<file path="config.mk">
export PLATFORM = sky130hd
export DESIGN_NAME = pgcopy_dma
export DESIGN_NICKNAME = d
export VERILOG_FILES = /design/src/rtl/pgcopy_pkg.sv /design/src/rtl/pgcopy_pacer.sv /design/src/rtl/pgcopy_seq.sv /design/src/rtl/pgcopy_addr.sv /design/src/rtl/pgcopy_dma.sv
export SDC_FILE = /design/constraint.sdc
export NUM_CORES = 1
export LEC_CHECK = 0
export ABC_AREA = 0
export ABC_CLOCK_PERIOD_IN_PS = 2600
export BUFFER_PORTS_ARGS = -buffer_cell sky130_fd_sc_hd__buf_4
export CAP_MARGIN = 25
export CORE_ASPECT_RATIO = 2
export CORE_MARGIN = 5
export CORE_UTILIZATION = 30
export CTS_BUF_LIST = sky130_fd_sc_hd__clkbuf_4
export DETAILED_ROUTE_END_ITERATION = 8
export GPL_ROUTABILITY_DRIVEN = 0
export MAX_ROUTING_LAYER = met4
export PLACE_DENSITY = 0.66
export SETUP_SLACK_MARGIN = 0.3
export SLEW_MARGIN = 20
export SYNTH_ARGS = -nofsm -noshare
export SYNTH_HDL_FRONTEND = slang
export SYNTH_SLANG_ARGS = --single-unit
</file>
<file path="constraint.sdc">
create_clock -name clk -period 2.6 [get_ports clk]
set_clock_uncertainty 0.2 [all_clocks]
set_input_delay 0 -clock clk [delete_from_list [all_inputs] [get_ports clk]]
set_output_delay 0 -clock clk [all_outputs]
set_load 0.01 [all_outputs]
</file>
<file path="src/rtl/pgcopy_pkg.sv">
package pgcopy_pkg;

    typedef enum logic [1:0] {
        PH_IDLE  = 2'd0,
        PH_DELAY = 2'd1,
        PH_COPY  = 2'd2
    } phase_e;

endpackage

</file>
<file path="src/rtl/pgcopy_pacer.sv">
module pgcopy_pacer #(
    parameter int TICKS_PER_MC = 4
) (
    input  logic clk,
    input  logic rst_n,
    input  logic run,
    input  logic clear,
    input  logic tick,
    output logic mc_end
);
    localparam int TCNT_W = (TICKS_PER_MC > 1) ? $clog2(TICKS_PER_MC) : 1;
    localparam logic [TCNT_W-1:0] TLAST = TCNT_W'(TICKS_PER_MC - 1);

    logic [TCNT_W-1:0] tcnt_d, tcnt_q;

    always_comb begin
        tcnt_d = tcnt_q;
        mc_end = 1'b0;
        if (clear || !run) begin
            tcnt_d = '0;
        end else if (tick) begin
            if (tcnt_q == TLAST) begin
                tcnt_d = '0;
                mc_end = 1'b1;
            end else begin
                tcnt_d = tcnt_q + 1'b1;
            end
        end
    end

    always_ff @(posedge clk) begin
        if (!rst_n) tcnt_q <= '0;
        else        tcnt_q <= tcnt_d;
    end

    // a cycle without a tick leaves the phase count untouched
    p_tick_hold_r5: assert property (@(posedge clk) disable iff (!rst_n)
        (run && !clear && !tick) |=> $stable(tcnt_q));

    // a trigger restarts the tick phase
    p_clear_phase_r8: assert property (@(posedge clk) disable iff (!rst_n)
        clear |=> (tcnt_q == '0));

endmodule

</file>
<file path="src/rtl/pgcopy_seq.sv">
module pgcopy_seq
    import pgcopy_pkg::*;
#(
    parameter int XFER_LEN    = 160,
    parameter int START_DELAY = 1,
    parameter int PAGE_W      = 8,
    parameter int PROG_W      = 8
) (
    input  logic              clk,
    input  logic              rst_n,
    input  logic              trig,
    input  logic [PAGE_W-1:0] trig_page,
    input  logic              mc_end,
    output logic              busy,
    output logic [PAGE_W-1:0] page,
    output logic [PROG_W-1:0] prog,
    output logic              wr_fire
);
    localparam int DLY_W = (START_DELAY > 1) ? $clog2(START_DELAY) : 1;
    localparam logic [PROG_W-1:0] LAST = PROG_W'(XFER_LEN - 1);
    localparam logic [DLY_W-1:0]  DLY_LOAD = DLY_W'(START_DELAY - 1);

    typedef struct packed {
        phase_e            phase;
        logic [PAGE_W-1:0] page;
        logic [PROG_W-1:0] prog;
        logic [DLY_W-1:0]  dly;
    } seq_t;

    seq_t s_d, s_q;

    always_comb begin
        s_d     = s_q;
        wr_fire = 1'b0;
        if (trig) begin
            s_d.phase = PH_DELAY;
            s_d.page  = trig_page;
            s_d.prog  = '0;
            s_d.dly   = DLY_LOAD;
        end else begin
            unique case (s_q.phase)
                PH_DELAY: begin
                    if (mc_end) begin
                        if (s_q.dly == '0) s_d.phase = PH_COPY;
                        else               s_d.dly   = s_q.dly - 1'b1;
                    end
                end
                PH_COPY: begin
                    if (mc_end) begin
                        wr_fire = 1'b1;
                        if (s_q.prog == LAST) s_d.phase = PH_IDLE;
                        else                  s_d.prog  = s_q.prog + 1'b1;
                    end
                end
                default: ;
            endcase
        end
    end

    always_ff @(posedge clk) begin
        if (!rst_n) begin
            s_q.phase <= PH_IDLE;
            s_q.page  <= '0;
            s_q.prog  <= '0;
            s_q.dly   <= '0;
        end else begin
            s_q <= s_d;
        end
    end

    assign busy = (s_q.phase != PH_IDLE);
    assign page = s_q.page;
    assign prog = s_q.prog;

    // a trigger reloads the page and restarts at byte 0 in the idle slot
    p_restart_r8: assert property (@(posedge clk) disable iff (!rst_n)
        trig |=> (s_q.prog == '0 && s_q.phase == PH_DELAY && s_q.page == $past(trig_page)));

    // progress never passes the last byte number while active
    p_prog_bound_r4: assert property (@(posedge clk) disable iff (!rst_n)
        busy |-> (s_q.prog <= LAST));

    // the write of the last byte ends the transfer
    p_last_stop_r4: assert property (@(posedge clk) disable iff (!rst_n)
        (wr_fire && s_q.prog == LAST) |=> !busy);

    // without a machine-cycle end or trigger, progress and phase hold
    p_hold_r5: assert property (@(posedge clk) disable iff (!rst_n)
        (!trig && !mc_end) |=> ($stable(s_q.prog) && $stable(s_q.phase)));

    // nothing is written during the idle slot
    p_delay_quiet_r6: assert property (@(posedge clk) disable iff (!rst_n)
        (s_q.phase == PH_DELAY) |-> !wr_fire);

endmodule

</file>
<file path="src/rtl/pgcopy_addr.sv">
module pgcopy_addr #(
    parameter int                ADDR_W   = 16,
    parameter int                PAGE_W   = 8,
    parameter int                PROG_W   = 8,
    parameter logic [ADDR_W-1:0] DST_BASE = 16'hFE00
) (
    input  logic [PAGE_W-1:0] page,
    input  logic [PROG_W-1:0] prog,
    output logic [ADDR_W-1:0] src_addr,
    output logic [ADDR_W-1:0] dst_addr
);
    localparam int OFS_W = ADDR_W - PAGE_W;

    always_comb begin
        src_addr = {page, OFS_W'(prog)};
        dst_addr = DST_BASE + ADDR_W'(prog);
    end

endmodule

</file>
<file path="src/rtl/pgcopy_dma.sv">
module pgcopy_dma #(
    parameter int           ADDR_W       = 16,
    parameter int           DATA_W       = 8,
    parameter int           XFER_LEN     = 160,
    parameter int           TICKS_PER_MC = 4,
    parameter int           START_DELAY  = 1,
    parameter logic [15:0]  TRIG_ADDR    = 16'hFF46,
    parameter logic [15:0]  DST_BASE     = 16'hFE00
) (
    input  logic              clk,
    input  logic              rst_n,
    input  logic              t_tick,
    input  logic              reg_wr,
    input  logic [ADDR_W-1:0] reg_addr,
    input  logic [DATA_W-1:0] reg_wdata,
    output logic [ADDR_W-1:0] mem_raddr,
    input  logic [DATA_W-1:0] mem_rdata,
    output logic [ADDR_W-1:0] mem_waddr,
    output logic [DATA_W-1:0] mem_wdata,
    output logic              mem_we,
    output logic              busy
);
    localparam int PAGE_W = DATA_W;
    localparam int PROG_W = $clog2(XFER_LEN);

    logic              trig;
    logic              mc_end;
    logic [PAGE_W-1:0] page;
    logic [PROG_W-1:0] prog;

    assign trig = reg_wr && (reg_addr == ADDR_W'(TRIG_ADDR));

    pgcopy_pacer #(.TICKS_PER_MC(TICKS_PER_MC)) u_pacer (
        .clk    (clk),
        .rst_n  (rst_n),
        .run    (busy),
        .clear  (trig),
        .tick   (t_tick),
        .mc_end (mc_end)
    );

    pgcopy_seq #(
        .XFER_LEN    (XFER_LEN),
        .START_DELAY (START_DELAY),
        .PAGE_W      (PAGE_W),
        .PROG_W      (PROG_W)
    ) u_seq (
        .clk       (clk),
        .rst_n     (rst_n),
        .trig      (trig),
        .trig_page (reg_wdata),
        .mc_end    (mc_end),
        .busy      (busy),
        .page      (page),
        .prog      (prog),
        .wr_fire   (mem_we)
    );

    pgcopy_addr #(
        .ADDR_W   (ADDR_W),
        .PAGE_W   (PAGE_W),
        .PROG_W   (PROG_W),
        .DST_BASE (ADDR_W'(DST_BASE))
    ) u_addr (
        .page     (page),
        .prog     (prog),
        .src_addr (mem_raddr),
        .dst_addr (mem_waddr)
    );

    assign mem_wdata = mem_rdata;

    // writes happen only while a transfer is in progress
    p_we_busy_r4: assert property (@(posedge clk) disable iff (!rst_n)
        mem_we |-> busy);

    // every write lands inside the destination window
    p_dst_window_r3: assert property (@(posedge clk) disable iff (!rst_n)
        mem_we |-> (mem_waddr >= ADDR_W'(DST_BASE) &&
                    mem_waddr <  ADDR_W'(DST_BASE) + ADDR_W'(XFER_LEN)));

    // a write needs a tick in the same cycle
    p_we_tick_r5: assert property (@(posedge clk) disable iff (!rst_n)
        mem_we |-> t_tick);

    // no write in a trigger cycle
    p_trig_no_we_r8: assert property (@(posedge clk) disable iff (!rst_n)
        trig |-> !mem_we);

endmodule

</file>
==> impl_results.md, run 1 <==
* Total chip power at 0.641 mW
* Int Power at 0.511 mW
* Status: finished, final reports clean
* Dpl cells at 218
* Final net count at 236
* DRT antenna net count at 0
* Final Hold Vio Count at 0
* Met2 usage at 0.213
* TritonCTS clock tree: yes
* Met3 usage at 0.0242
* Max_slew headroom at 0.553
* Crit path arrival time at 2.13 ns
* Data required time of the worst path at 2.61 ns
* # setup viols final at 0
* Die footprint at 5680 um^2
* Max Cap Viol at 0
* Top Usage Layer GRT: met2
* WS Path Type: reg -> reg
* Remaining DRCs at 0
* Die Span Y at 102 um
* Final setup margin at 0.479 ns
* Commonest cells after routing, fill and taps aside: buf_4, dlygate4sd3_1, dfxtp_1, nand3_1, a21oi_1
* CTS clk-pin slew, worst paths at 0.13 ns
* Routed wire length at 3140 um
* Gr ovfl total at 0
* Max Buffers Root-to-Sink at 2
* Post-synth cell types at 32
* Area of the multi-input gates at 573 um^2
* CTS sink cnt at 20
* # fillers at 423
* RSZ-0062 raised after global routing: false
* Vias in the first global route at 1130
* Vias per inst at 4.64
* 1st-pass router iterations at 4
* Worst-margin pin slew at 0.668 ns
* H-Tree Depth at 1
* Core Area at 4090 um^2
* Initial antenna violation count at 0
* Std cell rows at 33
* Hold WS at 0.0147 ns
* FF/Latch Area at 400 um^2
* N_diodes at 0
* Syn avg cell area at 8.53 um^2
* Largest net degree at the start of global routing at 13
* Root Buffer: clkbuf_4
* DRT iter0 DRCs at 14
* Switching share of power at 0.203
* GRT Total Usage at 0.111
* Reg2Reg Setup Slack at 0.48 ns
* Logic pwr share at 0.122
* Tmin final at 2.12 ns
* Seq cells post-synth at 20
* Detailed-route via count at 1156
* Cells after synthesis at 148
* CP endpoint kind: register
* I/O Buffers at 53
* Wire per inst at 12.6 um
* Hold Path Class: in -> reg
* Ports at 78
* Commonest non-fill, non-tap cell in the layout: buf_4
* P_leak at 0.817 nW
* First-pass GRT wire length at 4910 um
* Sw power at 0.130 mW
* Tcrit/Tclk final at 0.816
* Worst vdd ir at 0.364 mV
* Die X at 55.9 um
* Worst slack at placement at 0.848 ns
* Worst Setup Start Kind: register
* Crit-path max FO at 5
* Register area share after synthesis at 0.317
* Fin cells at 249
* Register share of total power at 0.478
* Synth warnings at 0
* Setup TNS at 0 ns
* Initial Util at 0.309
* Area added between synthesis and finish at 40.8%
* Synthesized cell area at 1260 um^2
* Fmax at 0.472 GHz
* Total CTS buffers at 3
* Worst skew pair latency at 0.30 ns
* Final number of max-transition violations at 0
* Met1 Use GR at 0.107
* Clk pwr share at 0.400
* Pwr dens at 360 nW/um^2
* Share of layout cells above drive strength 1 at 0.335
* HPWL after DPL at 2330 um
kinds of logic (layout without fill, tap and decap cells):
kind of cell | Yosys count | count (layout) | synth area share
other | 2 | 8 | 0.00595
AO/OA/AOI/OAI | 29 | 29 | 0.135
flip-flops | 20 | 20 | 0.317
buffers and inverters | 45 | 88 | 0.255
AND/OR/NAND/NOR | 43 | 43 | 0.215
XOR/XNOR | 3 | 3 | 0.0208
adder cells (fa/ha/maj) | 2 | 2 | 0.0198
multiplexers | 4 | 4 | 0.0317
through the flow:
step / area, um^2 / utilization
detailed placement: 1450 / 0.354
global route: 1780 / 0.435
global placement: 1450 / 0.354
finish: 1780 / 0.435
CTS: 1770 / 0.433
floorplan: 1280 / -
cell usage after synthesis, drive strengths merged:
master / number / area (um^2)
nor4: 1 / 6.26
and4: 1 / 8.76
xnor2: 2 / 17.5
xor2: 1 / 8.76
dfxtp: 20 / 400
mux2i: 4 / 40.0
and4bb: 1 / 12.5
nor2b: 1 / 6.26
and3b: 1 / 8.76
a21oi: 14 / 77.6
clkinv: 1 / 3.75
or3: 3 / 18.8
inv: 2 / 7.51
nand3: 13 / 65.1
nand3b: 1 / 7.51
nor2: 8 / 30.0
o21ai: 13 / 65.1
nand4b: 2 / 38.8
nor3: 4 / 20.0
nand4bb: 2 / 27.5
nand2b: 1 / 6.26
conb: 2 / 7.51
o41ai: 1 / 8.76
buf: 42 / 310
nand2: 4 / 15.0
o21bai: 1 / 18.8
ha: 2 / 25.0
power by group through the flow:
stage          clock network (mW)  logic [mW]  registers [mW]
2_1_floorplan                   0      0.0373           0.313
3_3_place_gp                    0      0.0515           0.313
3_5_place_dp                    0      0.0517           0.313
4_1_cts                     0.265      0.0781           0.306
5_1_grt                     0.274      0.0847           0.307
6_report                    0.256      0.0780           0.306
sequential cells by signal, indices dropped and copies added, names as in the netlist:
name            count
u_seq.s_q           2
u_seq.prog          8
u_pacer.tcnt_q      2
u_seq.page          8
what timing repair did:
action	in CTS	in global routing
endpoints found under the hold margin	28	0
hold buffers	27	0
endpoints found under the setup margin	0	1
resized for setup	0	2
setup buffers	0	0
worst paths after layout:
kind	start	depth (start not counted)	to
worst min-delay path	reg_addr[0]	5	u_seq.s_q[17]$_SDFFE_PN0P_
worst max-delay path	u_seq.prog[0]$_SDFFE_PP0P_	5	u_seq.s_q[18]$_SDFFE_PP0P_
worst max register to register	u_seq.prog[0]$_SDFFE_PP0P_	5	u_seq.s_q[18]$_SDFFE_PP0P_
worst min register to register	u_seq.s_q[17]$_SDFFE_PN0P_	2	u_seq.s_q[17]$_SDFFE_PN0P_
final cells by class:
class                   count  share of cell area
inverters                   3             0.00633
repair buffers             81               0.380
well taps                  52              0.0366
clock inverters             1              0.0169
multi-input cells          89               0.322
flip-flops and latches     20               0.225
clock buffers               3              0.0127
worst max-delay path, cell delays in order (launching register included):
cell           delay (ns)
dfxtp_1              0.43
ha_2                 0.25
nand4b_2             0.18
o41ai_2              0.32
a21oi_1              0.09
dlygate4sd3_1        0.56
per-layer routing:
metal / up-vias / routed length (um)
li1: 562 / -
met1: 535 / 1040
met2: 57 / 1800
met3: 2 / 282
met4: 0 / 19
met5: - / 0
Power figures use the tool's default switching activity.
==> run 2, diff against run 1 <==
- ABC_CLOCK_PERIOD_IN_PS: 2600 -> 2000
- clock period: 2.6 -> 2 ns (I/O delays scaled with it)
==> impl_results.md, run 2 (synthesis results as in run 1) <==
* Remaining DRCs at 0
* Setup crit start: u_pacer.tcnt_q[0]$_SDFFE_PP0P_
* Die X at 55.9 um
* Commonest cells after routing, fill and taps aside: buf_4, dlygate4sd3_1, dfxtp_1, nand3_1, a21oi_1
* CP bufs+invs at 0
* Worst Setup Start Kind: register
* Vias per inst at 4.54
* Crit-path cells: ha_4, nand4b_4, o21bai_4, or3_1, a21oi_2
* First-pass GRT wire length at 5060 um
* Setup TNS at 0 ns
* Slowest cell on the critical path: dfxtp_4
* Std cell rows at 33
* HPWL after DPL at 2330 um
* Core Area at 4090 um^2
* Commonest non-fill, non-tap cell in the layout: buf_4
* Pwr dens at 389 nW/um^2
* 1st-pass router iterations at 4
* Top flop regs: u_seq.page: 8 flops, u_seq.prog: 8 flops
* Switching share of power at 0.237
* GRT Total Usage at 0.113
* Hold WS at 0.0466 ns
* Die Span Y at 102 um
* Sw power at 0.166 mW
* Status: finished, final reports clean
* TritonCTS clock tree: yes
* CTS sink cnt at 20
* Crit-path max FO at 7
* H-Tree Depth at 1
* Initial Util at 0.309
* RSZ-0062 raised after global routing: true
* Crit path arrival time at 1.70 ns
* CP endpoint kind: register
* Max Buffers Root-to-Sink at 2
* Initial antenna violation count at 0
* Detailed-route via count at 1145
* Clk pwr share at 0.285
* Vias in the first global route at 1163
* Final Hold Vio Count at 0
* Ports at 78
* Share of layout cells above drive strength 1 at 0.375
* # setup viols final at 0
* DRT iter0 DRCs at 11
* Tcrit/Tclk final at 0.821
* CTS clk-pin slew, worst paths at 0.12 ns
* N_diodes at 0
* Root Buffer: clkbuf_4
* DRT antenna net count at 0
* Gr ovfl total at 0
* Critical path depth at 5
* Max incr delay on CP at 0.38 ns
* Crit path max-delay family: simple AND/OR/NAND/NOR gates
* WS Path Type: reg -> reg
* Final net count at 239
* Int Power at 0.534 mW
* Fmax at 0.609 GHz
* I/O Buffers at 53
* Reg2Reg Setup Slack at 0.36 ns
* Logic pwr share at 0.149
* P_leak at 0.824 nW
* Total CTS buffers at 3
* Worst skew pair latency at 0.30 ns
* R2r startpoint: u_pacer.tcnt_q[0]$_SDFFE_PP0P_
* Register share of total power at 0.566
* Die footprint at 5680 um^2
* Final number of max-transition violations at 0
* Area added between synthesis and finish at 42.7%
* Max Cap Viol at 0
* Largest net degree at the start of global routing at 12
* Critical path destination: u_seq.prog[4]$_SDFFE_PP0P_
* Worst vdd ir at 0.234 mV
* Wire per inst at 12.8 um
* Routed wire length at 3240 um
* Tmin final at 1.64 ns
* Data required time of the worst path at 2.05 ns
* R2r worst-path depth at 5
* Worst reg2reg path endpoint: u_seq.prog[4]$_SDFFE_PP0P_
* Total chip power at 0.700 mW
* Hold Path Class: in -> reg
-- run 2: cell types whose count changed in the layout (fill, tap and decap cells not counted), sizes merged --
cell and delta:
buf +4, dlygate4sd3 -1, bufinv -1, clkinv +1
-- run 2: per-stage QoR --
stage	std cells	setup WS [ns]	cell area (um^2)	utilization
6_report	252	0.357	1800	0.441
5_1_grt	252	0.295	1800	0.441
4_1_cts	250	0.303	1760	0.431
3_5_place_dp	220	0.242	1460	0.357
3_3_place_gp	220	0.274	1460	0.357
2_1_floorplan	154	0.332	1280	-
-- run 2: worst min-delay path by stage --
stage	startpoint	end	slack, ns	cells past startpoint
detailed placement	mem_rdata[1]	mem_wdata[1]	-0.20	0
floorplan	mem_rdata[0]	mem_wdata[0]	-0.11	1
finish	reg_addr[0]	u_seq.s_q[17]$_SDFFE_PN0P_	0.05	6
global placement	mem_rdata[1]	mem_wdata[1]	-0.20	0
global route	reg_addr[0]	u_seq.s_q[17]$_SDFFE_PN0P_	0.06	6
CTS	reg_addr[0]	u_seq.s_q[17]$_SDFFE_PN0P_	0.02	6
-- run 2: worst min-delay path, stage by stage --
cell and delay [ns]:
buf_4 0.07, nand2b_1 0.11, nor2_1 0.05, buf_4 0.16
nand2_1 0.06, a21oi_1 0.05
-- run 2: layout make-up --
class,instances,area [um^2]
Timing Repair Buffer,84,696
Inverter,3,11.3
Clock inverter,1,3.75
Tap cell,52,65.1
Fill cell,405,2290
Sequential cell,20,408
Multi-Input combinational cell,89,596
Clock buffer,3,22.5
-- run 2: power by group through the flow --
stage               logic [mW]  clock network (mW)  registers [mW]
CTS                      0.102               0.209           0.398
detailed placement      0.0685                   0           0.407
finish                   0.104               0.199           0.397
global placement        0.0682                   0           0.407
global route             0.113               0.223           0.397
floorplan               0.0485                   0           0.407
-- run 2: metal layers --
layer	GRT usage	wire length, um	vias to the layer above	part of all wire
li1	-	-	570	-
met1	0.113	1090	510	0.34
met2	0.223	1860	61	0.57
met3	0.0179	256	4	0.079
met4	0.0329	28	0	0.0086
met5	-	0	-	0
-- run 2: timing repair --
action	in CTS	in global routing
endpoints found under the setup margin	2	8
buffers inserted	0	2
pin swaps	1	3
cloned	0	0
gates resized for setup	4	7
hold endpoints to repair	28	0
hold buffers	26	0
